### config.mk
export PLATFORM = sky130hd
export DESIGN_NAME = cfg_status_reg
export DESIGN_NICKNAME = d
export VERILOG_FILES = /design/src/rtl/stsreg_pkg.sv /design/src/rtl/stsreg_sticky_bank.sv /design/src/rtl/stsreg_irq_stage.sv /design/src/rtl/cfg_status_reg.sv
export SDC_FILE = /design/constraint.sdc
export NUM_CORES = 1
export LEC_CHECK = 0
export ABC_CLOCK_PERIOD_IN_PS = 2400
export BUFFER_PORTS_ARGS = -buffer_cell sky130_fd_sc_hd__clkbuf_2
export CELL_PAD_IN_SITES_DETAIL_PLACEMENT = 1
export CELL_PAD_IN_SITES_GLOBAL_PLACEMENT = 1
export CORE_ASPECT_RATIO = 0.7
export CORE_UTILIZATION = 16
export CTS_CLUSTER_DIAMETER = 30
export DETAILED_ROUTE_END_ITERATION = 12
export PLACE_DENSITY_LB_ADDON = 0.1
export SYNTH_ARGS = -nofsm -noshare
export SYNTH_HDL_FRONTEND = slang
export SYNTH_SLANG_ARGS = --single-unit
### constraint.sdc
create_clock -name clk -period 2.4 [get_ports clk]
set_clock_uncertainty 0.1 [all_clocks]
set_input_delay 0.24 -clock clk [delete_from_list [all_inputs] [get_ports clk]]
set_output_delay 0.24 -clock clk [all_outputs]
set_load 0.01 [all_outputs]
### src/rtl/stsreg_pkg.sv
package stsreg_pkg;
  localparam int REG_W  = 16;
  localparam int LANE_W = 8;
  localparam int NFLAG  = 3;
  localparam int BIT_IRQ = 3;
  localparam logic [REG_W-1:0] CONST_WORD = 16'h0210;

  // flag index -> bit position: 0 parity, 1 system error, 2 target abort
  function automatic int flag_pos(input int idx);
    case (idx)
      0:       return 15;
      1:       return 14;
      default: return 11;
    endcase
  endfunction
endpackage

### src/rtl/stsreg_sticky_bank.sv
module stsreg_sticky_bank #(
  parameter int N = 3
) (
  input  logic         clk,
  input  logic         rst_n,
  input  logic [N-1:0] set_i,
  input  logic [N-1:0] clr_i,
  output logic [N-1:0] flag_o
);
  for (genvar g = 0; g < N; g++) begin : g_flag
    always_ff @(posedge clk or negedge rst_n) begin
      if (!rst_n) flag_o[g] <= 1'b0;
      else        flag_o[g] <= set_i[g] | (flag_o[g] & ~clr_i[g]);
    end

    assert_set_wins_R6: assert property (@(posedge clk) disable iff (!rst_n)
      set_i[g] |=> flag_o[g]);
    assert_w1c_R5: assert property (@(posedge clk) disable iff (!rst_n)
      (clr_i[g] && !set_i[g]) |=> !flag_o[g]);
    assert_hold_R5: assert property (@(posedge clk) disable iff (!rst_n)
      (!clr_i[g] && !set_i[g]) |=> $stable(flag_o[g]));
  end
endmodule

### src/rtl/stsreg_irq_stage.sv
module stsreg_irq_stage #(
  parameter int NSRC = 4
) (
  input  logic            clk,
  input  logic            rst_n,
  input  logic [NSRC-1:0] src_i,
  input  logic [NSRC-1:0] src_en_i,
  input  logic            int_dis_i,
  output logic            int_stat_o,
  output logic            intx_n_o
);
  logic pending;
  assign pending = |(src_i & src_en_i);

  always_ff @(posedge clk or negedge rst_n) begin
    if (!rst_n) begin
      int_stat_o <= 1'b0;
      intx_n_o   <= 1'b1;
    end else begin
      int_stat_o <= pending;
      intx_n_o   <= ~(pending & ~int_dis_i);
    end
  end

  assert_masked_pin_R9: assert property (@(posedge clk) disable iff (!rst_n)
    int_dis_i |=> intx_n_o);
  assert_active_pin_R9: assert property (@(posedge clk) disable iff (!rst_n)
    (pending && !int_dis_i) |=> !intx_n_o);
  assert_stat_follows_R8: assert property (@(posedge clk) disable iff (!rst_n)
    pending |=> int_stat_o);
  assert_pin_implies_stat_R9: assert property (@(posedge clk) disable iff (!rst_n)
    !intx_n_o |-> int_stat_o);
endmodule

### src/rtl/cfg_status_reg.sv
module cfg_status_reg
  import stsreg_pkg::*;
#(
  parameter int IRQ_SRCS = 4
) (
  input  logic                clk,
  input  logic                rst_n,
  input  logic                wr_en,
  input  logic [1:0]          wr_be,
  input  logic [REG_W-1:0]    wr_data,
  output logic [REG_W-1:0]    rd_data,
  input  logic                evt_addr_par,
  input  logic                evt_data_par,
  input  logic                evt_sys_err,
  input  logic                serr_en,
  input  logic                evt_tgt_abort,
  input  logic [IRQ_SRCS-1:0] irq_src,
  input  logic [IRQ_SRCS-1:0] irq_src_en,
  input  logic                int_dis,
  output logic                intx_n
);
  logic [NFLAG-1:0] flag_set, flag_clr, flag_q;
  logic             int_stat;

  assign flag_set[0] = evt_addr_par | evt_data_par;
  assign flag_set[1] = evt_sys_err & serr_en;
  assign flag_set[2] = evt_tgt_abort;

  for (genvar g = 0; g < NFLAG; g++) begin : g_clr
    localparam int POS = flag_pos(g);
    assign flag_clr[g] = wr_en & wr_be[POS / LANE_W] & wr_data[POS];
  end

  stsreg_sticky_bank #(.N(NFLAG)) u_flags (
    .clk    (clk),
    .rst_n  (rst_n),
    .set_i  (flag_set),
    .clr_i  (flag_clr),
    .flag_o (flag_q)
  );

  stsreg_irq_stage #(.NSRC(IRQ_SRCS)) u_irq (
    .clk        (clk),
    .rst_n      (rst_n),
    .src_i      (irq_src),
    .src_en_i   (irq_src_en),
    .int_dis_i  (int_dis),
    .int_stat_o (int_stat),
    .intx_n_o   (intx_n)
  );

  always_comb begin
    rd_data = CONST_WORD;
    for (int i = 0; i < NFLAG; i++) rd_data[flag_pos(i)] = flag_q[i];
    rd_data[BIT_IRQ] = int_stat;
  end

  assert_parity_sets_R2: assert property (@(posedge clk) disable iff (!rst_n)
    (evt_addr_par || evt_data_par) |=> rd_data[15]);
  assert_serr_gated_R3: assert property (@(posedge clk) disable iff (!rst_n)
    (!(evt_sys_err && serr_en) && !rd_data[14]) |=> !rd_data[14]);
  assert_tabort_sets_R4: assert property (@(posedge clk) disable iff (!rst_n)
    evt_tgt_abort |=> rd_data[11]);
  assert_lane_gate_R5: assert property (@(posedge clk) disable iff (!rst_n)
    (!wr_be[1] && !evt_addr_par && !evt_data_par && rd_data[15]) |=> rd_data[15]);
endmodule

-- Word level (Yosys, flattened, before mapping)
Index checks and enable logic that the tools add are counted.
- reductions and logical operators: 1
- bitwise gates (word level): 19
- operators by type and width (kind ; count):
    AND 1 bit ; 9
    NOT 1 bit ; 5
    AND 4 bit ; 1
    OR 1 bit ; 4
    OR reduction 4 bit ; 1
- logic and storage cells: 25
- flip-flop bits (word level): 5

-- Logic depth before layout (Yosys ltp)
Gate-level depths: netlist (run 1).
- word-level depth: 5
- depth in mapped cells: 2
- mapped depth without buffers: 2

-- Cells and area by module
Synthesis (run 1) repeated with hierarchy kept, for this count alone.
- cell total of the unflattened synthesis: 35
- area total of the unflattened synthesis: 332.8 um2
- by module, submodules not included (module ; cells an instance ; times used ; area each (um2)):
    cfg_status_reg ; 20 ; 1 ; 136.4
    stsreg_sticky_bank ; 9 ; 1 ; 108.9
    stsreg_irq_stage ; 6 ; 1 ; 87.6

-- Worst setup path after synthesis (run 1)
Ideal clock, no wire load.
- kind: register to register
- start point: register u_flags.flag_o[0]
- end point: register u_flags.flag_o[0]
- path buffers: 0
- setup slack: 1535 ps
- period minus slack after synthesis: 865 ps
- required time: 2176 ps
- arrival: 641 ps
- stages on the path, launching flop included: 2
- cell sequence: dfrtp_1 -> a211o_1
- longest elaborated chain between the ends: 2
- RTL lines (item ; RTL line ; RTL):
    from (decl) ; stsreg_sticky_bank.sv:8 ; output logic [N-1:0] flag_o
    from (signal, indexed assignment) ; stsreg_sticky_bank.sv:13 ; else flag_o[g] <= set_i[g] | (flag_o[g] & ~clr_i[g]);
    AND 1 bit ; stsreg_sticky_bank.sv:13 ;
    OR 1 bit ; stsreg_sticky_bank.sv:13 ;
No other way between the ends.

-- Final worst setup path (run 1)
- start point: register u_irq.intx_n_o
- end point: output port intx_n
- RTL lines (item ; RTL line ; RTL):
    from (decl) ; stsreg_irq_stage.sv:10 ; output logic intx_n_o
    from (signal assigned) ; stsreg_irq_stage.sv:21 ; intx_n_o <= ~(pending & ~int_dis_i);
    to (decl) ; cfg_status_reg.sv:20 ; output logic intx_n
No word-level cell between the ends.

==> results of run 1 <==
[logic make-up (layout without fill, tap and decap cells)]
logic type | Yosys count | count (layout) | synth area share [%]
buffers and inverters | 13 | 30 | 32.8
flip-flops | 5 | 5 | 42.4
AO/OA/AOI/OAI | 6 | 6 | 16.0
AND/OR/NAND/NOR | 4 | 4 | 6.30
other | 2 | 12 | 2.52
[stage by stage]
stage               instance area [sq um]  cells  hold slack (ps)  utilization, %  setup WS, ps
CTS                                   425     78             77.9            25.5          1190
global placement                      389     73            -35.5            23.3          1440
finish                                425     78             84.4            25.5          1200
detailed placement                    389     73            -31.9            23.3          1450
floorplan                             335     40             -156               -          1540
global route                          425     78             84.2            25.5          1170
[cells in the mapped netlist]
library cell	n	area, sq um
conb_1	2	7.51
a22o_1	1	8.76
buf_4	13	97.6
a22oi_1	2	15.0
nand3_1	3	15.0
a21o_1	2	15.0
nand2_1	1	3.75
a211o_1	1	8.76
dfrtp_1	4	100
dfstp_2	1	26.3
[state kept, by name (all words and copies together) (netlist names)]
| register | cells |
|---|---|
| u_irq.intx_n_o | 1 |
| u_flags.flag_o | 3 |
| u_irq.int_stat_o | 1 |
[repair_timing]
item / CTS / global route
hold endpoints to repair: 5 / 0
resized for setup: 0 / 0
hold buffers: 1 / 0
[layout make-up]
cell class / count / share of cell area (%)
Clock buffer: 4 / 6.18
Multi-Input combinational cell: 22 / 26.2
Sequential cell: 5 / 29.7
Tap cell: 21 / 6.18
Timing Repair Buffer: 26 / 31.8
[worst paths after layout]
check / startpoint / endpoint / cells after the start / slack (ps)
max: u_irq.intx_n_o / intx_n / 1 / 1200
min: evt_tgt_abort / u_flags.flag_o[2] / 2 / 80
max reg2reg: u_flags.flag_o[0] / u_flags.flag_o[0] / 1 / 1550
min reg2reg: u_flags.flag_o[2] / u_flags.flag_o[2] / 1 / 380
max in group asynchronous: rst_n / u_irq.intx_n_o / 2 / 1730
min in group asynchronous: rst_n / u_flags.flag_o[2] / 2 / 250
[where the power goes]
group | internal (W) | leakage [nW] | switching [W]
Clock | 0.0000627 | 0.0150 | 0.0000326
Sequential | 0.0000915 | 0.0501 | 0.00000240
Combinational | 0.0000215 | 0.172 | 0.0000240
Total | 0.000176 | 0.237 | 0.0000589
[layer usage]
metal | routed length, microns | global-route usage (%) | vias up | share of wire, %
li1 | - | - | 129 | -
met1 | 231 | 6.16 | 107 | 36
met2 | 303 | 13.1 | 27 | 47
met3 | 102 | 5.56 | 0 | 16
met4 | 0 | 3.95 | 0 | 0
met5 | 0 | 0 | - | 0
==> metrics.txt, run 1 <==
status finished, final reports clean; die area approximately 2000 sq um; First-pass DRT Iterations 2; die height 38.1 microns; CP Launch Type register; RSZ-0062 raised after global routing no; post-route ant nets 0; Layout Nets between 90 and 100; CTS root buffer clkbuf_4; Site Rows 12; vias per std cell approximately 3.4; TritonCTS clock tree done; CP required approximately 2100 ps; Post-CTS Repair Setup Buffers 0; Die W between 50 and 60 microns; Synth Register Bits 5; worst skew pair latency 240 ps; synthesized area a little under 300 sq um; critical path, cell by cell clkbuf_2; Final setup violation count 0; CORE AREA approximately 1700 sq um; largest net degree at the start of global routing 6; Ports 52; crit-path leading delay family flip-flops; maximum VDD drop 0.235 mV; TNS Setup 0 ps; htree depth 1; commonest cells after routing, fill and taps aside 25 x clkbuf_2, 12 x conb_1, 4 x dfrtp_1, 3 x nand3_1, 3 x clkbuf_4; Port Buffers 25; commonest non-fill, non-tap cell in the layout clkbuf_2; DRC viols 0; Total Power 0.000235 W; wire length per cell slightly above 8 microns; Buf+Inv Stages, Crit Path 1; total CTS buffers 3; crit-path max FO 1; leakage power roughly 0.24 nW; initial core utilization roughly 18%; CTS max path bufs 2; layout cells sized above 1 about half; Synth cell types 10; Critical Path AT ~860 ps; Slew Viols, Final 0; CP endpoint kind output port; Via Count roughly 260; Mean Syn Cell Area 9.93 sq um; DRT iter0 DRCs 2; slowest cell on the critical path dfstp_2; Power Density between 500 and 600 nW/um^2; Max-Cap Viols 0; sequential fraction of the synthesis area a little over two fifths; GRT Util Overall between 7 and 8%; Final period util approximately half; GPL Wtd Cong between 0.6 and 0.7; synth warn 0; register area 126 sq um; fmax around 830 MHz; fill count between 200 and 250; critical path type register to output port; Routed WL about 640 microns; Min-Delay Path Class input port to register; grt ovf 0; Syn Inst Count 30; min Tclk post-route between 1000 and 1500 ps; Sink Count 5; synthesis-to-finish area growth 42.9%; Final Hold Fails 0; first-pass GRT wire length approximately 980 microns; Multi-input gate area about 110 sq um; vias in the first global route 260; Diodes inserted 0; initial antenna violation count 0; CTS clk-pin slew, worst paths 40 ps; critical path's largest stage delay around 500 ps
Note: power is estimated with default switching activity, not from simulation.
==> run 2: changes to the inputs <==
--- a/config.mk
+++ b/config.mk
@@ -5,12 +5,12 @@
 export SDC_FILE = /design/constraint.sdc
 export NUM_CORES = 1
 export LEC_CHECK = 0
-export ABC_CLOCK_PERIOD_IN_PS = 2400
+export ABC_CLOCK_PERIOD_IN_PS = 1240
 export BUFFER_PORTS_ARGS = -buffer_cell sky130_fd_sc_hd__clkbuf_2
 export CELL_PAD_IN_SITES_DETAIL_PLACEMENT = 1
 export CELL_PAD_IN_SITES_GLOBAL_PLACEMENT = 1
 export CORE_ASPECT_RATIO = 0.7
-export CORE_UTILIZATION = 16
+export CORE_UTILIZATION = 15
 export CTS_CLUSTER_DIAMETER = 30
 export DETAILED_ROUTE_END_ITERATION = 12
 export PLACE_DENSITY_LB_ADDON = 0.1
==> constraint.sdc (replaced) <==
create_clock -name clk -period 1.24 [get_ports clk]
set_clock_uncertainty 0.1 [all_clocks]
set_input_delay 0.124 -clock clk [delete_from_list [all_inputs] [get_ports clk]]
set_output_delay 0.124 -clock clk [all_outputs]
set_load 0.01 [all_outputs]
==> metrics.txt, run 2 (same netlist as run 1, synthesis figures left out) <==
fill count 233; grt ovf 0; Critical Path AT roughly 860 ps; r2r setup slk 390 ps; vias in the first global route 246; CORE AREA around 1900 sq um; layout cells sized above 1 a little under half; Most flops, register u_flags.flag_o; First-pass DRT Iterations 4; Ports between 50 and 60; worst skew pair latency about 240 ps; total CTS buffers 3; wire length per cell about 8 microns; leakage power about 0.25 nW; min Tclk post-route about 1100 ps; status finished, final reports clean; Port Buffers 25; Power Density between 1000 and 1500 nW/um^2; Sink Count 5; RSZ-0062 raised after global routing no; max reg flops 3; synthesis-to-finish area growth 56.7%; fmax roughly 920 MHz; post-cts resize count 0; Min-Delay Path Class input port to register; Core Util, Final 25.2%; Die W roughly 55 microns; crit-path leading delay family flip-flops; Site Rows 13; commonest non-fill, non-tap cell in the layout clkbuf_2; initial antenna violation count 0; die area around 2200 sq um; largest net degree at the start of global routing 6; CP endpoint kind output port; initial core utilization roughly 16%; Post-CTS Hold Buffers 5; TritonCTS clock tree done; Final period util 87.6%; first-pass GRT wire length 1.08 mm; Routed WL ~670 microns; CTS clk-pin slew, worst paths approximately 40 ps; htree depth 1; maximum VDD drop 0.477 mV; critical path type register to output port; DRC viols 0; Multi-input gate area ~110 sq um; Final setup violation count 0; CTS max path bufs 2; Diodes inserted 0; critical path, cell by cell clkbuf_2; commonest cells after routing, fill and taps aside 25 x clkbuf_2, 12 x conb_1, 5 x dlygate4sd3_1, 4 x dfrtp_1; Final Hold Fails 0; crit-path max FO 1; GRT Util Overall approximately 7.5%; slowest cell on the critical path dfstp_2; Slew Viols, Final 0; biggest regs u_flags.flag_o: 3 flops, u_irq.int_stat_o: 1 flops, u_irq.intx_n_o: 1 flops; die height 39.3 microns; vias per std cell about 3.6; register area around 130 sq um; CTS root buffer clkbuf_4; post-route ant nets 0; Max-Cap Viols 0; CP Launch Type register; TNS Setup 0 ps; CP required ~1000 ps; critical path's largest stage delay about 510 ps; Buf+Inv Stages, Crit Path 1; GPL Wtd Cong 0.725; Via Count roughly 300; Post-CTS Repair Setup Buffers 0; DRT iter0 DRCs 4; Layout Nets 97
run 2: metrics by stage:
| step | cells | hold slack [ps] | power [W] | cell area, sq um | setup slack [ps] |
|---|---|---|---|---|---|
| 3_5_place_dp | 74 | -149 | 0.000271 | 390 | 388 |
| 5_1_grt | 83 | 21.5 | 0.000512 | 467 | 100 |
| 2_1_floorplan | 40 | -272 | 0.000252 | 335 | 375 |
| 3_3_place_gp | 74 | -152 | 0.000270 | 390 | 386 |
| 4_1_cts | 83 | 17.5 | 0.000481 | 467 | 141 |
| 6_report | 83 | 19.8 | 0.000468 | 467 | 153 |
run 2: power breakdown:
part,total [W],internal [W],leakage [nW],switching [W]
combinational,0.0000986,0.0000498,0.188,0.0000488
sequential,0.000181,0.000177,0.0501,0.00000417
clock,0.000188,0.000122,0.0150,0.0000664
run 2: path summary, 6_finish.rpt:
| check | startpoint | to | cells after the start |
|---|---|---|---|
| hold reg to reg | u_flags.flag_o[2] | u_flags.flag_o[2] | 1 |
| setup / recovery | u_irq.intx_n_o | intx_n | 1 |
| max in group asynchronous | rst_n | u_irq.intx_n_o | 2 |
| min in group asynchronous | rst_n | u_irq.int_stat_o | 2 |
| hold / removal | serr_en | u_flags.flag_o[1] | 2 |
| setup reg to reg | u_flags.flag_o[0] | u_flags.flag_o[0] | 1 |
run 2: final cells by class:
type / instances / area share [%]
Clock buffer: 4 / 5.63
Multi-Input combinational cell: 22 / 23.9
Sequential cell: 5 / 27.1
Tap cell: 22 / 5.90
Timing Repair Buffer: 30 / 37.5
run 2: layer usage:
metal  vias to the layer above  routed length (microns)  GRT usage, %
li1                        137                        -             -
met1                       128                      273          7.09
met2                        36                      247          10.8
met3                         0                      153          8.58
met4                         0                        0          1.88
met5                         -                        0             0
==> run 3: changes to the inputs <==
--- a/config.mk
+++ b/config.mk
@@ -6,14 +6,15 @@
 export NUM_CORES = 1
 export LEC_CHECK = 0
 export ABC_CLOCK_PERIOD_IN_PS = 1240
-export BUFFER_PORTS_ARGS = -buffer_cell sky130_fd_sc_hd__clkbuf_2
 export CELL_PAD_IN_SITES_DETAIL_PLACEMENT = 1
 export CELL_PAD_IN_SITES_GLOBAL_PLACEMENT = 1
-export CORE_ASPECT_RATIO = 0.7
-export CORE_UTILIZATION = 15
+export CORE_AREA = 2 2 39 41
 export CTS_CLUSTER_DIAMETER = 30
 export DETAILED_ROUTE_END_ITERATION = 12
+export DIE_AREA = 0 0 41 43
+export DONT_BUFFER_PORTS = 1
 export PLACE_DENSITY_LB_ADDON = 0.1
 export SYNTH_ARGS = -nofsm -noshare
 export SYNTH_HDL_FRONTEND = slang
+export SYNTH_HIERARCHICAL = 1
 export SYNTH_SLANG_ARGS = --single-unit
==> metrics.txt, run 3 <==
commonest cells after routing, fill and taps aside 14 x dlygate4sd3_1, 12 x conb_1, 4 x a21o_1, 4 x dfrtp_1; setup ws final between 200 and 250 ps; worst skew pair latency 240 ps; CTS root buffer clkbuf_4; die height between 40 and 50 microns; Synth area leader dfrtp_1; grt ovf 0; synth warn 6; htree depth 1; Ports 52; DRC viols 0; Layout Nets 86; CORE AREA 1380 sq um; Post-CTS Repair Setup Buffers 0; CP Launch Type register; Compound-Gate Fraction of Synth Area approximately 17%; adder-cell share of the synthesized area 0%; Post-Synth Simple-Gate Area about a tenth; min Tclk post-route 1010 ps; status finished, final reports clean; layout cells sized above 1 12.0%; leakage power about 0.21 nW; GPL Wtd Cong 0.585; wire length per cell ~10 microns; CTS clk-pin slew, worst paths 50 ps; RSZ-0062 raised after global routing no; Critical Path AT between 700 and 800 ps; initial core utilization about a quarter; Sink Count 5; highest metal used met4; main combinational cell family by area after synthesis buffers and inverters; Final period util 81.6%; maximum VDD drop around 0.36 mV; Die W 41 microns; Final setup violation count 0; CP required 1020 ps; max reg flops 3; critical path type register to output port; vias in the first global route 278; Slew Viols, Final 0; Min-Delay Path Class input port to register; CP endpoint kind output port; synth top area cells dfrtp_1 30%, buf_4 29%, a21o_1 9.0%, dfstp_2 7.9%, a22oi_2 7.5%; synthesis-to-finish area growth 38.0%; Synth Register Bits 5; Placed Area roughly 290 sq um; first-pass GRT wire length 972 microns; Site Rows 14; synthesized area approximately 330 sq um; TNS Setup 0 ps; sequential fraction of the synthesis area between 30 and 40%; post-route ant nets 0; biggest regs u_flags/flag_o: 3 flops, u_irq/int_stat_o: 1 flops, u_irq/intx_n_o: 1 flops; crit-path max FO 1; Synth top cells by count 13 x buf_4, 4 x a21o_1, 4 x dfrtp_1; Max-Cap Viols 0; Total Power between 0.0004 and 0.0005 W; ys flop type dfrtp_1; Final Hold Fails 0; Synth cell types 11; Syn Inst Count 35; top-count cell post-synth buf_4; DP HPWL around 540 microns; post-place setup slack 454 ps; post-synthesis mux area share 0%; EDFF count, synth 0; Diodes inserted 0; TritonCTS clock tree done; Routed WL 669 microns; final instance area between 400 and 500 sq um; die area between 1500 and 2000 sq um; total CTS buffers 3; vias per std cell ~3.9; met1 WL roughly 180 microns; Port Buffers 0; CTS max path bufs 2; First-pass DRT Iterations 1; commonest non-fill, non-tap cell in the layout dlygate4sd3_1; met2 wire len ~380 microns; GRT Util Overall between 8 and 9%; async set-reset flop share out of synthesis 100%; DRT iter0 DRCs 0; XOR/XNOR Fraction of Synth Area 0%; Mean Syn Cell Area 9.51 sq um; Via Count ~260; Most flops, register u_flags/flag_o; initial antenna violation count 0; largest net degree at the start of global routing 6; met3 WL post-DR between 100 and 150 microns; fmax just under 1000 MHz; Power Density 997 nW/um^2; top-area cell type share of the netlist area a little under a third
-- run 3: cell count changes after synthesis, sizes merged --
cell / before / now
or2: 0 / 1
and3: 0 / 3
inv: 0 / 3
a22o: 1 / 0
a21o: 2 / 4
and2: 0 / 1
a211o: 1 / 0
nand3: 3 / 0
-- run 3: worst paths after layout --
check | slack [ps] | startpoint | cells past startpoint | to
worst max-delay path | 230 | u_irq/intx_n_o | 0 | intx_n
worst min-delay path | 10 | evt_sys_err | 2 | u_flags/flag_o[1]
worst max register to register | 450 | u_flags/flag_o[1] | 1 | u_flags/flag_o[1]
worst min register to register | 450 | u_flags/flag_o[1] | 1 | u_flags/flag_o[1]
max in group asynchronous | 710 | rst_n | 1 | u_irq/intx_n_o
min in group asynchronous | 70 | rst_n | 1 | u_flags/flag_o[0]
-- run 3: cell type report --
| type | count | area [sq um] |
|---|---|---|
| inverter | 3 | 11.3 |
| tap | 16 | 20.0 |
| clock buffer | 4 | 26.3 |
| fill | 166 | 925 |
| timing repair buffer | 14 | 140 |
| sequential | 5 | 126 |
| multi-input combinational | 24 | 135 |
-- run 3: layer usage --
metal  vias up  GRT usage (%)
met5         -              0
met3         2           6.28
met2        23           14.7
li1        117              -
met1       114           5.83
met4         0           6.00
-- run 3: timing repair --
action / in CTS / in global routing
hold endpoints to repair: 10 / 0
hold buffers: 14 / 0
gates resized for setup: 0 / 0
-- run 3: cells by family after synthesis --
family          count (synthesis)
flops                           5
compound gates                  6
buf+inv                        16
other cells                     2
simple gates                    6
-- run 3: per-stage QoR --
stage / utilization [%] / hold WS [ps] / std cells
after floorplan: - / -272 / 45
after global placement: 21.2 / -271 / 48
after detailed placement: 21.2 / -271 / 48
after CTS: 33.2 / 0.915 / 66
after global routing: 33.2 / 39.0 / 66
final: 33.2 / 13.4 / 66
-- run 3: where the power goes --
| group | total, W | internal, W | leakage (nW) | switching (W) |
|---|---|---|---|---|
| Combinational | 0.0000790 | 0.0000436 | 0.147 | 0.0000354 |
| Clock | 0.000190 | 0.000122 | 0.0150 | 0.0000678 |
| Sequential | 0.000189 | 0.000177 | 0.0501 | 0.0000117 |
